### src/rtl/pin_scan_pkg.sv
package pin_scan_pkg;
  // number of scan cells a pin slice contributes
  function automatic int cells_of(input logic bidir);
    return bidir ? 3 : 1;
  endfunction

  // first cell index of a pin's slice, counted from scan input
  function automatic int cell_base(input logic [31:0] kinds, input int pin);
    int acc;
    acc = 0;
    for (int i = 0; i < pin; i++) acc += cells_of(kinds[i]);
    return acc;
  endfunction

  function automatic int chain_len(input logic [31:0] kinds, input int n);
    return cell_base(kinds, n);
  endfunction
endpackage

### src/rtl/scan_shift_reg.sv
module scan_shift_reg #(
  parameter int LEN = 4
) (
  input  logic           tck,
  input  logic           rst_n,
  input  logic           shift_en,
  input  logic           capture_en,
  input  logic           scan_in,
  input  logic [LEN-1:0] par_in,
  output logic [LEN-1:0] chain_q,
  output logic           scan_out
);
  logic [LEN-1:0] next_d;

  always_comb begin
    next_d = chain_q;
    if (shift_en)        next_d = {chain_q[LEN-2:0], scan_in};
    else if (capture_en) next_d = par_in;
  end

  always_ff @(posedge tck or negedge rst_n) begin
    if (!rst_n) chain_q <= '0;
    else        chain_q <= next_d;
  end

  assign scan_out = chain_q[LEN-1];
endmodule

### src/rtl/scan_update_reg.sv
module scan_update_reg #(
  parameter int             W       = 2,
  parameter logic [W-1:0]   RST_VAL = '0
) (
  input  logic         tck,
  input  logic         rst_n,
  input  logic         update_en,
  input  logic [W-1:0] d,
  output logic [W-1:0] q
);
  always_ff @(negedge tck or negedge rst_n) begin
    if (!rst_n)         q <= RST_VAL;
    else if (update_en) q <= d;
  end
endmodule

### src/rtl/pin_drive_mux.sv
module pin_drive_mux (
  input  logic extest,
  input  logic core_out,
  input  logic core_oe_n,
  input  logic upd_out,
  input  logic upd_oe_n,
  output logic pad_out,
  output logic pad_oe_n
);
  assign pad_out  = extest ? upd_out  : core_out;
  assign pad_oe_n = extest ? upd_oe_n : core_oe_n;
endmodule

### src/rtl/pin_scan_chain.sv
module pin_scan_chain
  import pin_scan_pkg::*;
#(
  parameter int                  NUM_PINS  = 4,
  parameter logic [NUM_PINS-1:0] PIN_BIDIR = 4'b1101
) (
  input  logic                tck,
  input  logic                rst_n,
  input  logic                scan_in,
  output logic                scan_out,
  input  logic                capture_en,
  input  logic                shift_en,
  input  logic                update_en,
  input  logic                extest,
  input  logic [NUM_PINS-1:0] core_out,
  input  logic [NUM_PINS-1:0] core_oe_n,
  output logic [NUM_PINS-1:0] core_in,
  input  logic [NUM_PINS-1:0] pad_in,
  output logic [NUM_PINS-1:0] pad_out,
  output logic [NUM_PINS-1:0] pad_oe_n
);
  localparam logic [31:0] KINDS     = 32'(PIN_BIDIR);
  localparam int          CHAIN_LEN = chain_len(KINDS, NUM_PINS);

  // named internal events, visible to the bound checker
  logic [CHAIN_LEN-1:0] cap_vec;
  logic [CHAIN_LEN-1:0] chain_q;
  logic [NUM_PINS-1:0]  upd_out_q;
  logic [NUM_PINS-1:0]  upd_oe_q;

  scan_shift_reg #(.LEN(CHAIN_LEN)) u_shift (
    .tck(tck), .rst_n(rst_n), .shift_en(shift_en), .capture_en(capture_en),
    .scan_in(scan_in), .par_in(cap_vec), .chain_q(chain_q), .scan_out(scan_out)
  );

  for (genvar p = 0; p < NUM_PINS; p++) begin : g_pin
    localparam int BASE = cell_base(KINDS, p);
    if (PIN_BIDIR[p]) begin : g_bidir
      logic [1:0] upd_q;
      assign cap_vec[BASE]   = pad_in[p];
      assign cap_vec[BASE+1] = core_out[p];
      assign cap_vec[BASE+2] = core_oe_n[p];

      scan_update_reg #(.W(2), .RST_VAL(2'b10)) u_upd (
        .tck(tck), .rst_n(rst_n), .update_en(update_en),
        .d({chain_q[BASE+2], chain_q[BASE+1]}), .q(upd_q)
      );
      assign upd_out_q[p] = upd_q[0];
      assign upd_oe_q[p]  = upd_q[1];

      pin_drive_mux u_mux (
        .extest(extest), .core_out(core_out[p]), .core_oe_n(core_oe_n[p]),
        .upd_out(upd_q[0]), .upd_oe_n(upd_q[1]),
        .pad_out(pad_out[p]), .pad_oe_n(pad_oe_n[p])
      );
    end else begin : g_in_only
      logic unused_core_bits;
      assign unused_core_bits = core_out[p] ^ core_oe_n[p];
      assign cap_vec[BASE] = pad_in[p];
      assign upd_out_q[p]  = 1'b0;
      assign upd_oe_q[p]   = 1'b1;
      assign pad_out[p]    = 1'b0;
      assign pad_oe_n[p]   = 1'b1;
    end
  end

  assign core_in = pad_in;
endmodule

### config.mk
export PLATFORM = sky130hd
export DESIGN_NAME = pin_scan_chain
export DESIGN_NICKNAME = d
export VERILOG_FILES = /design/src/rtl/pin_scan_pkg.sv /design/src/rtl/scan_shift_reg.sv /design/src/rtl/scan_update_reg.sv /design/src/rtl/pin_drive_mux.sv /design/src/rtl/pin_scan_chain.sv
export SDC_FILE = /design/constraint.sdc
export NUM_CORES = 1
export LEC_CHECK = 0
export BUFFER_PORTS_ARGS = -buffer_cell sky130_fd_sc_hd__buf_2
export CORE_MARGIN = 2
export CORE_UTILIZATION = 33
export DETAILED_ROUTE_END_ITERATION = 10
export HOLD_SLACK_MARGIN = 0.03
export PLACE_DENSITY = 0.63
export SLEW_MARGIN = 30
export SYNTH_ARGS = -nofsm -noshare
export SYNTH_HDL_FRONTEND = slang
export SYNTH_SLANG_ARGS = --single-unit
### constraint.sdc
create_clock -name tck -period 1.09 [get_ports tck]
set_input_delay 0.1635 -clock tck [delete_from_list [all_inputs] [get_ports tck]]
set_output_delay 0.1635 -clock tck [all_outputs]
set_load 0.005 [all_outputs]
== After elaboration in Yosys (flattened, before gate mapping) ==
Cells that the tools add are included.
Widths: inputs -> output; s select.

* Flip-flop bits (word level): 16
* Input port bits: 19
* Word-level logic and storage cells: 13

* Multiplexer cells: 8
* Reductions and logical operators: 1

{| class="wikitable"
|+ Operators with widths
! operator !! number
|-
| $mux 10 || 2
|-
| $mux 1 || 6
|-
| $reduce_bool 2->1 || 1
|}

== Longest topological paths before layout ==
* Word-level depth: 2
* Gate-level depth with buffers: 3
* Depth with buffers taken out: 2

== Cells and area by module ==
Synthesis repeated with hierarchy kept, for this count alone.

* Cells, all modules: 73
* Area total of the unflattened synthesis: 823.3 um^2

{| class="wikitable"
|+ By module, submodules not included
! module !! times used !! cells each !! area each (um^2) !! sequential area each (um^2)
|-
| scan_shift_reg || 1 || 44 || 470.5 || 250.2
|-
| scan_update_reg || 3 || 5 || 77.6 || 51.3
|-
| pin_drive_mux || 3 || 2 || 22.5 || 0.0
|-
| pin_scan_chain || 1 || 8 || 52.6 || 0.0
|}

==> results.py <==
metrics = {
    "setup_path": {
        "critPathSlowestCell": "dfstp_2",
        "max_stage_delay_ns": 0.53,
        "crit_arrival_ns": 1.65,
        "crit_fanout": 2,
        "start_kind": "flip-flop",
        "worstPathRequired_ns": 0.93,
        "cp-end-kind": "primary output",
        "path_class": "flip-flop to primary output",
        "path_cells": "mux2_4 > buf_6",
    },
    "synthesis": {
        "synth_compound_area_share_pct": 6.14,
        "syn_area_um2": 876,
        "synth_mux_area_share_pct": 26.9,
        "yosys_warnings": 0,
        "synth-adder-area-share_pct": 0,
        "synth_area_leaders": "dfrtp_1 29%, mux2_2 15%, mux2i_1 11%, buf_4 10%, dfstp_2 9.0%",
        "ys_seq_area_share_pct": 46.1,
        "synth-seq-cells": 16,
        "synth_top_area_cell": "dfrtp_1",
        "syn_inst": 78,
        "synth_top_family_by_area": "multiplexers",
        "synthXorXnorAreaFrac_pct": 0,
        "synth_top_cell_area_share_pct": 28.6,
        "syn_nets": 97,
        "synthDistinctLibCells": 13,
        "synthSimpleGateAreaFrac_pct": 4.29,
        "postSynthAreaPerCell_um2": 11.2,
    },
    "cts": {
        "cts-root-buf": "clkbuf_4",
        "cts_made_buffers": 3,
        "cts.path.max_buffers": 2,
        "cts.clk_slew.worst_paths_ns": 0.09,
        "htree_levels": 1,
        "clkSinkCount": 16,
        "cts_tree": "yes",
        "clk-insertion-delay-late_ns": 0.35,
    },
    "floorplan": {
        "die_area_mm2": 0.00308,
        "die_h_um": 55.5,
        "design.core.area_mm2": 0.00250,
        "fp.dieW_um": 55.5,
        "row_count": 18,
        "initial_utilization_pct": 35.0,
        "io_pins": 32,
    },
    "final_layout": {
        "fin_cells": 141,
        "seqCellArea_um2": 404,
        "n_fill_cell": 241,
        "multi_input_area_um2": 379,
        "num_antenna_cells": 0,
        "syn_to_final_growth_pct": 33.7,
        "fin_nets": 131,
        "drive_gt1_share_pct": 55.9,
    },
    "power_and_ir_drop": {
        "power_density_mw_per_mm2": 1360,
        "leakagePower_nw": 0.626,
        "vdd_ir_drop_max_mv": 0.660,
    },
    "detailed_routing": {
        "met1Wirelength_um": 770,
        "drc": 0,
        "viasPerCell": 4.50,
        "route.met2.wl_um": 936,
        "drt_first_iter_violations": 8,
        "ant_nets": 0,
        "num_vias": 634,
        "top_layer_used": "met4",
        "totalWireLength_um": 1810,
        "met3_length_um": 78,
        "wl_per_cell_um": 12.9,
        "firstDrtPassIters": 2,
    },
    "flow_run": {
        "maxCapViolCount": 0,
    },
    "place": {
        "hpwlAfterDp_um": 1330,
        "dpl_worst_slack_ns": -0.355,
        "io_buffers": 27,
        "dp_cells": 128,
        "gp_congestion": 0.730,
    },
    "global_routing": {
        "gr-total-overflow": 0,
        "grtUsageTotal_pct": 12.1,
        "grt_max_degree": 21,
        "grt_pass1_vias": 644,
        "antenna_found_initial": 0,
        "grt_pass1_wl_um": 2860,
    },
    "timing": {
        "slew_violations": 0,
        "rsz0062_at_grt": "yes",
        "postLayoutSetupSlackWorst_ns": -0.722,
        "skew_ns": 0.0586,
        "setup_viol": 12,
        "finalHoldViolations": 0,
    },
    "run_status": {
        "status": "finished, violations left",
        "violations": "negative setup slack",
    },
    "min_path": {
        "hold_class": "primary input to flip-flop",
    },
}
[through the flow]
step | TNS [ns] | total power [mW] | area, µm² | util [%] | hold WS, ns
after detailed placement | -3.73 | 1.14 | 1020 | 40.9 | 0.0303
after global placement | -3.64 | 1.13 | 1020 | 40.9 | 0.0254
after CTS | -5.21 | 1.55 | 1120 | 44.7 | 0.0726
final | -5.19 | 1.59 | 1170 | 46.8 | 0.0766
after floorplan | -3.05 | 1.05 | 932 | - | -0.132
after global routing | -5.59 | 1.69 | 1170 | 46.8 | 0.0698
[cell usage in the layout, fill, tap and decap left out]
cell type | netlist | layout
buf_4 | 12 | 15
clkbuf_1 | 0 | 1
dfrtp_1 | 10 | 10
dlygate4sd3_1 | 0 | 1
mux2i_1 | 10 | 10
buf_2 | 2 | 20
buf_6 | 3 | 8
o21ai_2 | 1 | 1
dfrtn_1 | 3 | 3
o21ai_1 | 9 | 9
conb_1 | 2 | 2
mux2_4 | 0 | 12
inv_1 | 1 | 3
clkbuf_4 | 0 | 3
nand2_1 | 10 | 10
dfstp_2 | 3 | 3
[area by class of cell]
class	instances	share of cell area, %
clock buffers	4	2.24
clock inverters	3	0.962
multi-input cells	44	32.4
flip-flops and latches	16	34.5
well taps	30	3.21
repair buffers	44	26.7
[flip-flops by register name, indices dropped and copies added, names as in the netlist]
name,flops
u_shift.chain_q,10
g_pin.g_bidir.u_upd.q,6
[cell usage after synthesis, drive strengths merged]
master  number
buf         17
mux2        12
dfrtp       10
mux2i       10
nand2       10
o21ai       10
dfrtn        3
dfstp        3
conb         2
inv          1
[metal layers]
layer	vias up	global-route usage, %
li1	313	-
met1	302	13.8
met2	17	20.6
met3	2	3.28
met4	0	5.92
met5	-	0
[power breakdown]
| part | internal [mW] | switching, mW |
|---|---|---|
| clock | 0.157 | 0.219 |
| sequential | 0.693 | 0.0459 |
| combinational | 0.317 | 0.162 |
[worst paths after layout]
kind / from / to / slack (ns) / depth (start not counted)
max: g_pin[2].g_bidir.u_upd.q[1]$_DFFE_NN1P_ / pad_oe_n[2] / -0.72 / 2
min: scan_in / u_shift.chain_q[0]$_DFFE_PN0P_ / 0.08 / 3
max reg2reg: u_shift.chain_q[1]$_DFFE_PN0P_ / g_pin[0].g_bidir.u_upd.q[0]$_DFFE_NN0P_ / -0.25 / 1
min reg2reg: u_shift.chain_q[3]$_DFFE_PN0P_ / u_shift.chain_q[4]$_DFFE_PN0P_ / 0.50 / 2
max in group asynchronous: rst_n / g_pin[0].g_bidir.u_upd.q[1]$_DFFE_NN1P_ / 0.09 / 2
min in group asynchronous: rst_n / u_shift.chain_q[9]$_DFFE_PN0P_ / 0.24 / 2
[cell families (layout without fill, tap and decap cells)]
family | count (synthesis) | after routing
other | 2 | 2
muxes | 22 | 22
buffers and inverters | 18 | 51
DFF | 16 | 16
AOI/OAI and AO/OA | 10 | 10
and+or+nand+nor | 10 | 10
[worst max-delay path, delay by kind of cell, from the launching register on]
| kind | cells | cell delay, ns |
|---|---|---|
| muxes | 1 | 0.14 |
| DFF | 1 | 0.53 |
| buffers and inverters | 1 | 0.08 |
[repair_timing]
item | in CTS | in global routing
setup buffers | 2 | 4
gates resized for setup | 7 | 4
pin swaps | 0 | 0
endpoints found under the setup margin | 13 | 13
endpoints found under the hold margin | 10 | 0
hold buffers | 1 | 0
Note: power is estimated with default switching activity, not from simulation.
